## src/rtl/tmr_stopcap_pkg.sv

```systemverilog
package tmr_stopcap_pkg;

  typedef enum logic [1:0] {
    STOP_NONE     = 2'd0,
    STOP_ANY_EDGE = 2'd1,
    STOP_ACT_EDGE = 2'd2,
    STOP_MATCH    = 2'd3
  } stop_mode_e;

  typedef enum logic [1:0] {
    START_SW    = 2'd0,
    START_ACT   = 2'd1,
    START_INACT = 2'd2,
    START_ANY   = 2'd3
  } start_mode_e;

  typedef struct packed {
    logic run;
    logic stop;
    logic cap;
  } evt_t;

endpackage

```

## src/rtl/tmr_sc_rst_sync.sv

```systemverilog
module tmr_sc_rst_sync #(
  parameter int STAGES = 2
) (
  input  logic clk,
  input  logic rst_n_i,
  output logic rst_n_o
);

  logic [STAGES-1:0] chain_q;
  logic [STAGES-1:0] chain_d;

  always_comb begin
    chain_d = {chain_q[STAGES-2:0], 1'b1};
  end

  always_ff @(posedge clk or negedge rst_n_i) begin
    if (!rst_n_i) begin
      chain_q <= '0;
    end else begin
      chain_q <= chain_d;
    end
  end

  assign rst_n_o = chain_q[STAGES-1];

endmodule

```

## src/rtl/tmr_sc_edge_sync.sv

```systemverilog
module tmr_sc_edge_sync #(
  parameter int STAGES = 2
) (
  input  logic clk,
  input  logic rst_n,
  input  logic ext_i,
  output logic rise_o,
  output logic fall_o
);

  // pipe_q[STAGES-1] is the synchronized sample, pipe_q[STAGES] the previous one
  logic [STAGES:0] pipe_q;
  logic [STAGES:0] pipe_d;

  always_comb begin
    pipe_d = {pipe_q[STAGES-1:0], ext_i};
  end

  always_ff @(posedge clk or negedge rst_n) begin
    if (!rst_n) begin
      pipe_q <= '0;
    end else begin
      pipe_q <= pipe_d;
    end
  end

  assign rise_o = pipe_q[STAGES-1] & ~pipe_q[STAGES];
  assign fall_o = ~pipe_q[STAGES-1] & pipe_q[STAGES];

endmodule

```

## src/rtl/tmr_sc_evt_ctl.sv

```systemverilog
module tmr_sc_evt_ctl
  import tmr_stopcap_pkg::*;
#(
  parameter int BLIND_CYC = 3
) (
  input  logic       clk,
  input  logic       rst_n,
  input  logic       enable_i,
  input  logic       pol_i,
  input  logic [1:0] stop_mode_i,
  input  logic [1:0] start_mode_i,
  input  logic       oneshot_i,
  input  logic       rise_i,
  input  logic       fall_i,
  input  logic       match_i,
  output logic       run_o,
  output logic       stop_o,
  output logic       cap_o
);

  localparam int BLIND_W = (BLIND_CYC < 1) ? 1 : $clog2(BLIND_CYC + 1);
  localparam logic [BLIND_W-1:0] BLIND_LOAD = BLIND_W'(BLIND_CYC);

  stop_mode_e  stop_sel;
  start_mode_e start_sel;

  logic               run_q, run_d;
  logic               en_q;
  logic               armed_q, armed_d;
  logic [BLIND_W-1:0] blind_q, blind_d;

  logic act_edge, inact_edge, any_edge;
  logic start_req, start_ok, stop_src, free_cap;
  evt_t evt;

  assign stop_sel  = stop_mode_e'(stop_mode_i);
  assign start_sel = start_mode_e'(start_mode_i);

  // polarity mapping of the synchronized edges
  always_comb begin
    act_edge   = pol_i ? fall_i : rise_i;
    inact_edge = pol_i ? rise_i : fall_i;
    any_edge   = rise_i | fall_i;
  end

  // start source
  always_comb begin
    case (start_sel)
      START_SW:    start_req = ~en_q;
      START_ACT:   start_req = act_edge;
      START_INACT: start_req = inact_edge;
      START_ANY:   start_req = any_edge;
      default:     start_req = 1'b0;
    endcase
    start_req = start_req & enable_i;
    start_ok  = start_req & armed_q & (blind_q == '0);
  end

  // stop source and free-running capture
  always_comb begin
    case (stop_sel)
      STOP_NONE:     stop_src = 1'b0;
      STOP_ANY_EDGE: stop_src = any_edge;
      STOP_ACT_EDGE: stop_src = act_edge;
      STOP_MATCH:    stop_src = match_i;
      default:       stop_src = 1'b0;
    endcase
    free_cap = (stop_sel == STOP_NONE) & act_edge;
  end

  // next-state decision
  always_comb begin
    run_d   = run_q;
    armed_d = armed_q;
    blind_d = (blind_q != '0) ? blind_q - 1'b1 : blind_q;
    evt     = '0;
    if (!enable_i) begin
      run_d   = 1'b0;
      armed_d = 1'b1;
    end else if (!run_q) begin
      if (start_ok) begin
        run_d = 1'b1;
      end
    end else begin
      if (stop_src && !start_req) begin
        run_d    = 1'b0;
        evt.stop = 1'b1;
        evt.cap  = 1'b1;
        blind_d  = BLIND_LOAD;
        if (oneshot_i) begin
          armed_d = 1'b0;
        end
      end else if (stop_src || free_cap) begin
        evt.cap = 1'b1;
      end
    end
    evt.run = run_q;
  end

  always_ff @(posedge clk or negedge rst_n) begin
    if (!rst_n) begin
      run_q   <= 1'b0;
      en_q    <= 1'b0;
      armed_q <= 1'b1;
      blind_q <= '0;
    end else begin
      run_q   <= run_d;
      en_q    <= enable_i;
      armed_q <= armed_d;
      blind_q <= blind_d;
    end
  end

  assign run_o  = evt.run;
  assign stop_o = evt.stop;
  assign cap_o  = evt.cap;

endmodule

```

## src/rtl/tmr_sc_datapath.sv

```systemverilog
module tmr_sc_datapath #(
  parameter int CNT_W = 16
) (
  input  logic             clk,
  input  logic             rst_n,
  input  logic             run_i,
  input  logic             stop_i,
  input  logic             cap_i,
  input  logic             cnt_rst_i,
  input  logic             irq_clr_i,
  input  logic [CNT_W-1:0] period_i,
  output logic [CNT_W-1:0] count_o,
  output logic [CNT_W-1:0] capture_o,
  output logic             irq_o,
  output logic             match_o
);

  logic [CNT_W-1:0] count_q, count_d;
  logic [CNT_W-1:0] capt_q;
  logic             irq_q, irq_d;
  logic             cnt_en;

  assign match_o = (count_q == period_i);

  always_comb begin
    cnt_en = cnt_rst_i | (run_i & ~stop_i);
    if (cnt_rst_i) begin
      count_d = '0;
    end else if (match_o) begin
      count_d = '0;
    end else begin
      count_d = count_q + 1'b1;
    end
  end

  always_comb begin
    irq_d = irq_q;
    if (irq_clr_i) begin
      irq_d = 1'b0;
    end else if (cap_i) begin
      irq_d = 1'b1;
    end
  end

  always_ff @(posedge clk or negedge rst_n) begin
    if (!rst_n) begin
      count_q <= '0;
    end else if (cnt_en) begin
      count_q <= count_d;
    end
  end

  always_ff @(posedge clk or negedge rst_n) begin
    if (!rst_n) begin
      capt_q <= '0;
    end else if (cap_i) begin
      capt_q <= count_q;
    end
  end

  always_ff @(posedge clk or negedge rst_n) begin
    if (!rst_n) begin
      irq_q <= 1'b0;
    end else begin
      irq_q <= irq_d;
    end
  end

  assign count_o   = count_q;
  assign capture_o = capt_q;
  assign irq_o     = irq_q;

endmodule

```

## src/rtl/tmr_stopcap.sv

```systemverilog
module tmr_stopcap #(
  parameter int CNT_W       = 16,
  parameter int SYNC_STAGES = 2,
  parameter int RST_STAGES  = 2,
  parameter int BLIND_CYC   = 3
) (
  input  logic             clk,
  input  logic             rst_n,
  input  logic             enable_i,
  input  logic             ext_i,
  input  logic             pol_i,
  input  logic [1:0]       stop_mode_i,
  input  logic [1:0]       start_mode_i,
  input  logic             oneshot_i,
  input  logic             cnt_rst_i,
  input  logic             irq_clr_i,
  input  logic [CNT_W-1:0] period_i,
  output logic [CNT_W-1:0] count_o,
  output logic [CNT_W-1:0] capture_o,
  output logic             running_o,
  output logic             cap_irq_o
);

  logic rst_sync_n;
  logic ext_rise, ext_fall;
  logic run_st, stop_ev, cap_ev, cnt_match;

  tmr_sc_rst_sync #(.STAGES(RST_STAGES)) u_rst (
    .clk     (clk),
    .rst_n_i (rst_n),
    .rst_n_o (rst_sync_n)
  );

  tmr_sc_edge_sync #(.STAGES(SYNC_STAGES)) u_edge (
    .clk    (clk),
    .rst_n  (rst_sync_n),
    .ext_i  (ext_i),
    .rise_o (ext_rise),
    .fall_o (ext_fall)
  );

  tmr_sc_evt_ctl #(.BLIND_CYC(BLIND_CYC)) u_ctl (
    .clk          (clk),
    .rst_n        (rst_sync_n),
    .enable_i     (enable_i),
    .pol_i        (pol_i),
    .stop_mode_i  (stop_mode_i),
    .start_mode_i (start_mode_i),
    .oneshot_i    (oneshot_i),
    .rise_i       (ext_rise),
    .fall_i       (ext_fall),
    .match_i      (cnt_match),
    .run_o        (run_st),
    .stop_o       (stop_ev),
    .cap_o        (cap_ev)
  );

  tmr_sc_datapath #(.CNT_W(CNT_W)) u_dp (
    .clk       (clk),
    .rst_n     (rst_sync_n),
    .run_i     (run_st),
    .stop_i    (stop_ev),
    .cap_i     (cap_ev),
    .cnt_rst_i (cnt_rst_i),
    .irq_clr_i (irq_clr_i),
    .period_i  (period_i),
    .count_o   (count_o),
    .capture_o (capture_o),
    .irq_o     (cap_irq_o),
    .match_o   (cnt_match)
  );

  assign running_o = run_st;

endmodule

```

## config.mk

```make
export PLATFORM = sky130hd
export DESIGN_NAME = tmr_stopcap
export DESIGN_NICKNAME = d
export VERILOG_FILES = /design/src/rtl/tmr_stopcap_pkg.sv /design/src/rtl/tmr_sc_rst_sync.sv /design/src/rtl/tmr_sc_edge_sync.sv /design/src/rtl/tmr_sc_evt_ctl.sv /design/src/rtl/tmr_sc_datapath.sv /design/src/rtl/tmr_stopcap.sv
export SDC_FILE = /design/constraint.sdc
export NUM_CORES = 1
export LEC_CHECK = 0
export ABC_AREA = 1
export BUFFER_PORTS_ARGS = -buffer_cell sky130_fd_sc_hd__buf_2
export CAP_MARGIN = 40
export CORE_MARGIN = 2
export CORE_UTILIZATION = 25
export CTS_BUF_LIST = sky130_fd_sc_hd__clkbuf_2 sky130_fd_sc_hd__clkbuf_4 sky130_fd_sc_hd__clkbuf_8
export DETAILED_ROUTE_END_ITERATION = 7
export HOLD_SLACK_MARGIN = 0.02
export PLACE_DENSITY = 0.44
export REMOVE_ABC_BUFFERS = 1
export SYNTH_ARGS = -nofsm -noshare
export SYNTH_HDL_FRONTEND = slang
export SYNTH_SLANG_ARGS = --single-unit
```

## constraint.sdc

```tcl
create_clock -name clk -period 1.4 [get_ports clk]
set_input_delay 0.21 -clock clk [delete_from_list [all_inputs] [get_ports clk]]
set_output_delay 0.21 -clock clk [all_outputs]
set_load 0.1 [all_outputs]
```

======== Yosys cells after proc, flatten, opt, wreduce, memory -nomap -nowiden ========
Cells that the tools add are included.
storage, ports and cells
  flip-flop bits (word level) ............. 43
  input port bits ......................... 28
  word-level logic and storage cells ...... 68
cells by class
  add/subtract/negate cells ............... 2
  equal/unequal tests ..................... 10
  mux-type cells .......................... 25
  bitwise logic cells ..................... 13
  reduce and logical (&&, ||, !) cells .... 9
operators by type and width
  cell                                                  count
  2-to-1 mux 16 bit                                     2
  adder 16 x 1 -> 16 bit (second input constant)        1
  equality test 16 bit                                  1
  2-to-1 mux 1 bit                                      15
  2-to-1 mux 2 bit                                      6
  equality test 2 bit (second input constant)           4
  case mux 1 bit (4 select lines)                       2
  AND 1 bit                                             7
  zero test 2 bit                                       3
  != test 2 x 1 -> 1 bit (second input constant)        3
  equality test 2 x 1 -> 1 bit (second input constant)  2
  inverter 1 bit                                        4
  nonzero test 2 bit                                    2
  AND reduction 3 bit                                   1
  OR 1 bit                                              2
  subtractor 2 x 1 -> 2 bit (second input constant)     1
  logical AND 1 bit                                     1
  zero test 1 bit                                       1
  logical OR 1 bit                                      1

======== Longest topological paths before layout ========
Gate-level depths: netlist (run 1).
  depth in word-level cells ............... 13
  mapped depth ............................ 13

======== Cells and area by module ========
From an unflattened synthesis (run 1), not the netlist that was laid out.
unflattened totals
  cells, all modules ...................... 333
  area, all modules ....................... 2339.7 um2
by module, submodules not included
  module            instances  cells each  area each (um2)  sequential area each (um2)
  tmr_sc_datapath   1          265         1821.7           825.8
  tmr_sc_evt_ctl    1          58          374.1            126.4
  tmr_sc_edge_sync  1          7           90.1             75.1
  tmr_sc_rst_sync   1          3           53.8             50.0

======== Worst setup path after synthesis (run 1) ========
No wires, ideal clock.
  kind .................................... register to register
  start ................................... reg u_dp.count_q[1], in the netlist u_dp.count_o[1]
  end ..................................... reg u_dp.count_q[14], in the netlist u_dp.count_o[14]
  setup time .............................. 0.068 ns
  arrival ................................. 2.318 ns
  setup slack ............................. -0.986 ns
  cell stages (with the launch flop) ...... 10
  buffers on the path ..................... 0
  period minus slack after synthesis ...... 2.386 ns
  path through ............................ dfrtp_1 -> ha_1 -> nand2_1 -> nor2_1 -> nand2_1 -> nor2_1 -> a31oi_1 -> nor3_1 -> nand4_1 -> nand2_1
on the way
  cells in the longest elaborated chain, start to end .. 9
  elaborated cells on any way between the ends .. 12
  classes of those cells .................. add/sub: 1; eq/ne: 1; mux: 6; bitwise: 3; reduce/logical: 1
RTL lines
  item                             RTL line               RTL
  from (decl)                      tmr_sc_datapath.sv:18  logic [CNT_W-1:0] count_q, count_d;
  from (signal assigned)           tmr_sc_datapath.sv:49  count_q <= count_d;
  equality test 16 bit             tmr_sc_datapath.sv:23  assign match_o = (count_q == period_i);
  case mux 1 bit (4 select lines)  tmr_sc_evt_ctl.sv:61   case (stop_sel)
  logical AND 1 bit                tmr_sc_evt_ctl.sv:85   if (stop_src && !start_req) begin
  2-to-1 mux 1 bit                 tmr_sc_evt_ctl.sv:85
  2-to-1 mux 2 bit                 tmr_sc_evt_ctl.sv:80   end else if (!run_q) begin
  2-to-1 mux 2 bit                 tmr_sc_evt_ctl.sv:77   if (!enable_i) begin
  inverter 1 bit                   tmr_sc_datapath.sv:26  cnt_en = cnt_rst_i | (run_i & ~stop_i);
  AND 1 bit                        tmr_sc_datapath.sv:26
  OR 1 bit                         tmr_sc_datapath.sv:26
Parallel ways exist; a longest one is shown, timed or not.
A chain may end at the register's enable or synchronous reset.

======== Worst setup path in the final report (run 1) ========
  start ................................... reg u_edge.pipe_q[2]
  end ..................................... reg u_dp.count_q[10], in the netlist u_dp.count_o[10]
on the way
  cells in the longest elaborated chain, start to end .. 13
  elaborated cells on any way between the ends .. 17
  classes of those cells .................. mux: 7; bitwise: 8; reduce/logical: 2
RTL lines
  item                              RTL line                RTL
  from (decl)                       tmr_sc_edge_sync.sv:12  logic [STAGES:0] pipe_q;
  from (signal assigned)            tmr_sc_edge_sync.sv:23  pipe_q <= pipe_d;
  inverter 1 bit                    tmr_sc_edge_sync.sv:27  assign rise_o = pipe_q[STAGES-1] & ~pipe_q[STAGES];
  AND 1 bit                         tmr_sc_edge_sync.sv:27
  OR 1 bit (tied with other cells)  tmr_sc_evt_ctl.sv:43    any_edge = rise_i | fall_i;
  case mux 1 bit (4 select lines)   tmr_sc_evt_ctl.sv:48    case (start_sel)
  AND 1 bit                         tmr_sc_evt_ctl.sv:55    start_req = start_req & enable_i;
  zero test 1 bit                   tmr_sc_evt_ctl.sv:85
  logical AND 1 bit (*)             tmr_sc_evt_ctl.sv:85
  2-to-1 mux 1 bit (*)              tmr_sc_evt_ctl.sv:85
  2-to-1 mux 2 bit (*)              tmr_sc_evt_ctl.sv:80
  2-to-1 mux 2 bit (*)              tmr_sc_evt_ctl.sv:77
  inverter 1 bit (*)                tmr_sc_datapath.sv:26
  AND 1 bit (*)                     tmr_sc_datapath.sv:26
  OR 1 bit (*)                      tmr_sc_datapath.sv:26
Every way passes the cells marked *; elsewhere a longest branch is shown, timed or not.

==> summary.md, run 1 <==
| Metric | Value |
|---|---|
| Run status | `finished with violations` |
| Failing checks | `setup timing` |
| Final core occ | `roughly 41%` |
| Arrival time at the worst endpoint | `around 2.1 ns` |
| CP bufs+invs | `3` |
| Worst setup path category | `flip-flop to flip-flop` |
| Vias in the first global route | `between 2000 and 2500` |
| Starting density of the core | `between 20% and 30%` |
| Setup TNS | `-16.60 ns` |
| Detailed Route Iter0 Violations | `38` |
| Register area share after synthesis | `roughly 44%` |
| Largest net degree at the start of global routing | `30` |
| Clock Skew | `around 0.0050 ns` |
| Final #Nets | `~500` |
| Yosys Warn Count | `0` |
| Synth Register Bits | `43` |
| Post-synth top area share | `a little over two fifths` |
| Buffers on Ports | `slightly above 60` |
| Reg2reg setup slack | `-0.50 ns` |
| DP Wirelength | `~5.3 mm` |
| Final Max Tran Viols | `0` |
| Syn avg cell area | `between 7 and 8 um^2` |
| Worst Hold Class | `input port to flip-flop` |
| Clock transition at path regs | `about 0.08 ns` |
| Crit-path slowest cell | `dfrtp_1` |
| Post-synth top area cell | `dfrtp_1` |
| Layout cells sized above 1 | `between 30 and 40%` |
| Fill cells | `between 1000 and 1500` |
| DIE WIDTH | `just over 100 um` |
| Highest clock rate | `about 520 MHz` |
| Clock Tree Buf Depth | `2` |
| Detail Route Antenna Nets | `0` |
| Synth cell count leaders | `106 x nand2_1, 46 x inv_1, 42 x dfrtp_1` |
| TritonCTS Buffers | `5` |
| IO Pins | `62` |
| Top cell family by delay on the critical path | `simple AND/OR/NAND/NOR gates` |
| WP data required | `1.59 ns` |
| Worst-Skew Late Latency | `around 0.3 ns` |
| DRC | `0` |
| RSZ-0062 raised after global routing | `yes` |
| Post-synthesis cell count | `roughly 340` |
| Row cnt | `36` |
| Reg2Reg Depth | `13` |
| Setup violations, final | `37` |
| Final hold violations | `0` |
| Worst setup EP type | `flip-flop` |
| Via density | `4.28` |
| Area contributors post-synth | `dfrtp_1 43%, nand2_1 16%, inv_1 7.1%` |
| ANT cells | `0` |
| Via Count | `roughly 2600` |
| Total clock sinks | `43` |
| CP Cell Sequence | `inv_1, ha_2, or2_1, o21ai_2, nand2_1, nand2_1, o21ai_2, a21boi_2, nand3_4, buf_6, buf_8, nand4_1, nand2_1` |
| Crit-path max FO | `10` |
| Placed Cells | `a little under 600` |
| CTS tree | `done` |
| Total GRT Usage | `between 10 and 15%` |
| CP startpoint kind | `flip-flop` |
| Pre-Repair DR Iteration Count | `5` |
| GP Congestion | `between 0.8 and 0.9` |
| Post-synth ARST share | `100%` |
| Routed wire length | `roughly 7.1 mm` |
| Setup WS pre-CTS | `-0.533 ns` |
| Total grt overflow | `0` |
| Most numerous cell in the Yosys netlist | `nand2_1` |
| Power per cell area | `around 750 nW/um^2` |
| Vert. Die Dim | `around 100 um` |
| Hold Path Depth | `2` |
| CP dominant cell by count | `nand2_1` |
| Post-synth cell types | `33` |
| Non-Filler Instances | `600` |
| RR Endpoint | `u_dp.count_o[10]` |
| Final setup margin | `-0.505 ns` |
| H-tree levels | `2` |
| Critical Path Source | `u_edge.pipe_q[2]` |
| Crit Reg-Reg Startpoint | `u_edge.pipe_q[2]` |
| EDFF count, synth | `0` |
| Pleak | `approximately 2.1 nW` |
| Final worst-path cycle share | `136%` |
| Area grow syn2layout | `63.4%` |
| VDD IR max | `between 0.0003 and 0.0004 V` |
| DIE AREA | `between 10000 and 15000 um^2` |
| Routed wire per std cell | `~12 um` |
| Core area | `9640 um^2` |
| Most used DFF post-synth | `dfrtp_1` |
| WP depth | `13` |
| CTS root buffer | `clkbuf_8` |
| Largest stage delay on the critical path | `around 0.36 ns` |
| Post-Synthesis Cell Area | `~2400 um^2` |
| Initial antenna violation count | `0` |
| Max cap viols | `0` |
| Period minus WS final | `1.90 ns` |
| First-pass GRT wire length | `~12 mm` |
| Min-delay src | `irq_clr_i` |
| Hold Path Sink | `u_dp.irq_o` |
[layer usage]
metal | vias up | global-route usage (%) | wire length [um]
li1 | 1322 | - | -
met1 | 1187 | 19.6 | 3410
met2 | 51 | 22.7 | 3360
met3 | 8 | 2.51 | 275
met4 | 0 | 3.44 | 86
met5 | - | 0 | 0
[layout make-up]
| cell class | instances | area [um^2] | share of cell area, % |
|---|---|---|---|
| timing repair buffer | 135 | 1190 | 29.8 |
| tap | 133 | 166 | 4.17 |
| clock buffer | 8 | 104 | 2.60 |
| inverter | 51 | 191 | 4.79 |
| multi-input combinational | 230 | 1260 | 31.6 |
| sequential | 43 | 1080 | 27.1 |
[per-stage QoR]
stage	cell area, um^2	total power [mW]	hold WS (ns)
final	3990	3.00	0.0432
after global routing	3990	3.16	0.0484
after CTS	3880	3.04	0.0377
after detailed placement	3610	2.00	0.00120
after global placement	3610	1.99	-0.000884
after floorplan	2380	1.72	-0.0856
[how the worst max path moves through the flow]
stage	to	slack, ns
finish	u_dp.count_o[10]	-0.50
global placement	u_dp.capture_o[1]	-0.48
detailed placement	u_dp.count_o[10]	-0.53
floorplan	u_dp.count_o[8]	-1.10
global route	u_dp.count_o[14]	-0.65
CTS	u_dp.count_o[8]	-0.50
[layout by cell type, fill, tap and decap left out, types with 2 or more instances in the layout]
master	netlist	routed
nand2_1	106	103
buf_4	0	62
inv_1	46	45
buf_2	3	44
dfrtp_1	42	39
nor2_1	23	20
buf_12	0	20
nand4_1	19	19
o21ai_0	20	16
nand3_2	2	12
xor2_1	8	8
nor3_1	9	8
nand3_1	21	8
clkbuf_8	0	7
inv_2	5	6
buf_6	3	6
nor2_2	1	4
o21ai_1	3	4
o21ai_2	0	3
nand3_4	0	3
nand2_2	1	3
dfrtp_2	0	3
nand3b_1	2	2
a21oi_1	2	2
dlygate4sd3_1	0	2
[cell families after synthesis]
family,after synthesis,synth area share [%]
other,1,0.153
adder cells (fa/ha/maj),3,1.54
buffers and inverters,62,10.6
XOR/XNOR,8,2.87
AND/OR/NAND/NOR,188,33.8
flip-flops,43,44.1
AO/OA/AOI/OAI,30,6.96
[registers in the layout (all words and copies together) (netlist names)]
register	count
u_rst.chain_q	2
u_ctl.run_o	1
u_ctl.armed_q	1
u_dp.capture_o	16
u_ctl.blind_q	2
u_dp.count_o	16
u_edge.pipe_q	3
u_ctl.en_q	1
u_dp.irq_o	1
[repair_timing]
action,4_1_cts,5_1_grt
cloned,1,0
pin swaps,8,17
endpoints found under the setup margin,37,38
hold buffers,2,0
endpoints found under the hold margin,3,0
buffers inserted,8,5
resized for setup,15,33
[power breakdown]
group / switching [mW] / internal (mW)
clock: 0.441 / 0.470
sequential: 0.0366 / 1.28
combinational: 0.488 / 0.279
total: 0.966 / 2.03
Power figures use the tool's default switching activity.
==> run 2, diff against run 1 <==
--- a/config.mk
+++ b/config.mk
@@ -5,7 +5,6 @@
 export SDC_FILE = /design/constraint.sdc
 export NUM_CORES = 1
 export LEC_CHECK = 0
-export ABC_AREA = 1
 export BUFFER_PORTS_ARGS = -buffer_cell sky130_fd_sc_hd__buf_2
 export CAP_MARGIN = 40
 export CORE_MARGIN = 2
==> summary.md, run 2 <==
| Metric | Value |
|---|---|
| Total grt overflow | `0` |
| Final #Nets | `approximately 380` |
| Worst Hold Class | `input port to flip-flop` |
| Fill cells | `~900` |
| VDD IR max | `between 0.0005 and 0.0006 V` |
| ANT cells | `0` |
| Clock Skew | `slightly above 0.006 ns` |
| Worst setup EP type | `flip-flop` |
| Final setup margin | `-0.923 ns` |
| Most numerous cell in the Yosys netlist | `dfrtp_1` |
| Post-route design area | `between 3000 and 4000 um^2` |
| Arrival time at the worst endpoint | `roughly 2.6 ns` |
| Core area | `9150 um^2` |
| Total clock sinks | `43` |
| CP startpoint kind | `flip-flop` |
| DIE AREA | `roughly 10000 um^2` |
| Pleak | `1.78 nW` |
| Worst setup path category | `flip-flop to flip-flop` |
| CTS root buffer | `clkbuf_8` |
| Run status | `finished with violations` |
| GP Congestion | `0.841` |
| Min-delay src | `irq_clr_i` |
| Post-synth cell types | `47` |
| IO Pins | `between 60 and 70` |
| Final hold violations | `0` |
| Worst-Skew Late Latency | `around 0.3 ns` |
| Total GRT Usage | `around 15%` |
| Starting density of the core | `roughly 26%` |
| Setup violations, final | `37` |
| H-tree levels | `2` |
| Highest clock rate | `between 400 and 500 MHz` |
| Routed wire length | `7.30 mm` |
| Via density | `around 4.7` |
| TritonCTS Buffers | `5` |
| Area contributors post-synth | `dfrtp_1 45%, mux2_2 7.2%, xor2_1 6.0%` |
| Pre-Repair DR Iteration Count | `4` |
| Crit Reg-Reg Startpoint | `u_edge.pipe_q[1]` |
| Routed wire per std cell | `about 16 um` |
| Vert. Die Dim | `between 100 and 150 um` |
| Vias in the first global route | `2267` |
| RSZ-0062 raised after global routing | `yes` |
| Period minus WS final | `between 2 and 2.5 ns` |
| Detailed Route Iter0 Violations | `69` |
| WP data required | `1.64 ns` |
| Failing checks | `setup timing` |
| Post-Synthesis Cell Area | `roughly 2300 um^2` |
| Max cap viols | `0` |
| Clock Tree Buf Depth | `2` |
| Syn avg cell area | `10.3 um^2` |
| Final worst-path cycle share | `166%` |
| Placed Area | `around 3300 um^2` |
| Yosys Warn Count | `0` |
| First-pass GRT wire length | `11.7 mm` |
| Clock transition at path regs | `around 0.08 ns` |
| Detail Route Antenna Nets | `0` |
| Post-synth top area cell | `dfrtp_1` |
| Highest-count cells in the layout ignoring fill and taps | `50 x buf_4, 44 x buf_2, 41 x dfrtp_1` |
| DIE WIDTH | `101 um` |
| Buffers on Ports | `61` |
| Synth cell count leaders | `42 x dfrtp_1, 25 x nand2_1, 16 x xor2_1` |
| Via Count | `between 2000 and 2500` |
| Initial antenna violation count | `0` |
| Post-synth ARST share | `100%` |
| Synth Register Bits | `between 40 and 50` |
| Row cnt | `35` |
| Post-synth top area share | `44.9%` |
| Area grow syn2layout | `61.5%` |
| Setup WS pre-CTS | `-0.965 ns` |
| DP Wirelength | `5.16 mm` |
| DRC | `0` |
| Crit-path max FO | `5` |
| Setup TNS | `-28.90 ns` |
| CTS tree | `done` |
| Register area share after synthesis | `46.0%` |
| Most used DFF post-synth | `dfrtp_1` |
| Layout cells sized above 1 | `a little over half` |
| Power per cell area | `between 700 and 800 nW/um^2` |
| Critical Path Source | `u_edge.pipe_q[1]` |
| Final Max Tran Viols | `0` |
| Post-synthesis cell count | `roughly 230` |
| Largest net degree at the start of global routing | `24` |
| EDFF count, synth | `0` |
| Commonest non-fill, non-tap cell in the layout | `buf_4` |
==> run 2: changes by cell type after synthesis, moves of 5 or more <==
cell     change
a21oi_1     +12
o21ai_0      -5
nand4_1     -15
nor2_1      -18
nand3_1     -14
nand2_1     -81
inv_2        -5
nor3_1       -9
a31oi_1     +10
xor2_1       +8
inv_1       -37
mux2_2      +15
==> run 2: layer usage <==
layer  GRT usage, %  vias to the layer above  wire, um
met1           20.2                     1058      3400
met5              0                        -         0
li1               -                     1062         -
met3           2.50                        9       270
met2           23.5                       51      3520
met4           5.27                        0       110
==> run 2: final timing paths <==
kind                                endpoint  slack (ns)  cells past startpoint
min in group asynchronous   u_rst.chain_q[1]        0.21                      2
max                         u_dp.count_o[15]       -0.92                      8
min reg2reg                u_dp.capture_o[5]        0.24                      1
max reg2reg                 u_dp.count_o[15]       -0.92                      8
max in group asynchronous      u_ctl.armed_q        0.88                      1
min                               u_dp.irq_o        0.14                      2
==> run 2: repair_timing <==
item | in CTS | in global routing
cloned | 1 | 1
pin swaps | 21 | 11
endpoints found under the setup margin | 37 | 37
endpoints found under the hold margin | 3 | 0
setup buffers | 2 | 5
hold buffers | 2 | 0
resized for setup | 32 | 27
==> run 2: cell families (layout without fill, tap and decap cells) <==
family,count (synthesis),in the layout,share of synthesized area [%]
AOI/OAI and AO/OA,52,52,14.6
xor gates and xnor gates,16,16,5.99
adders and majority gates,3,3,1.60
other,1,1,0.160
buffers and inverters,20,140,5.08
and+or+nand+nor,75,76,18.0
DFF,43,43,46.0
muxes,18,18,8.60
==> run 2: final cells by class <==
type	count	area (um^2)	share of cell area, %
multi-input cells	166	1350	35.7
well taps	111	139	3.67
repair buffers	123	1090	28.9
inverters	9	33.8	0.893
flip-flops and latches	43	1080	28.5
clock inverters	1	5.00	0.132
clock buffers	7	83.8	2.22
==> run 2: worst max-delay path, stage by stage (launching register included) <==
cell and delay (ns):
dfrtp_1 0.41, inv_1 0.07, ha_2 0.18, mux2i_2 0.08, a2111o_1 0.47, a41oi_2 0.27
nand2_2 0.14, or4_4 0.51, a21oi_2 0.14
==> run 2: report_power, final <==
group / internal [mW] / total [mW] / leakage [nW] / switching (mW)
registers: 1.28 / 1.31 / 0.579 / 0.0250
logic: 0.313 / 0.837 / 1.15 / 0.523
clock network: 0.390 / 0.833 / 0.0491 / 0.443
total: 1.99 / 2.98 / 1.78 / 0.992
==> run 2: per-stage QoR <==
stage,util [%],hold WS (ns),power [mW],instances
2_1_floorplan,-,-0.0856,1.75,217
3_3_place_gp,36.6,-0.00154,2.07,441
3_5_place_dp,36.6,0.000182,2.07,441
4_1_cts,39.3,0.127,2.97,454
5_1_grt,41.3,0.125,3.14,460
6_report,41.3,0.139,2.98,460
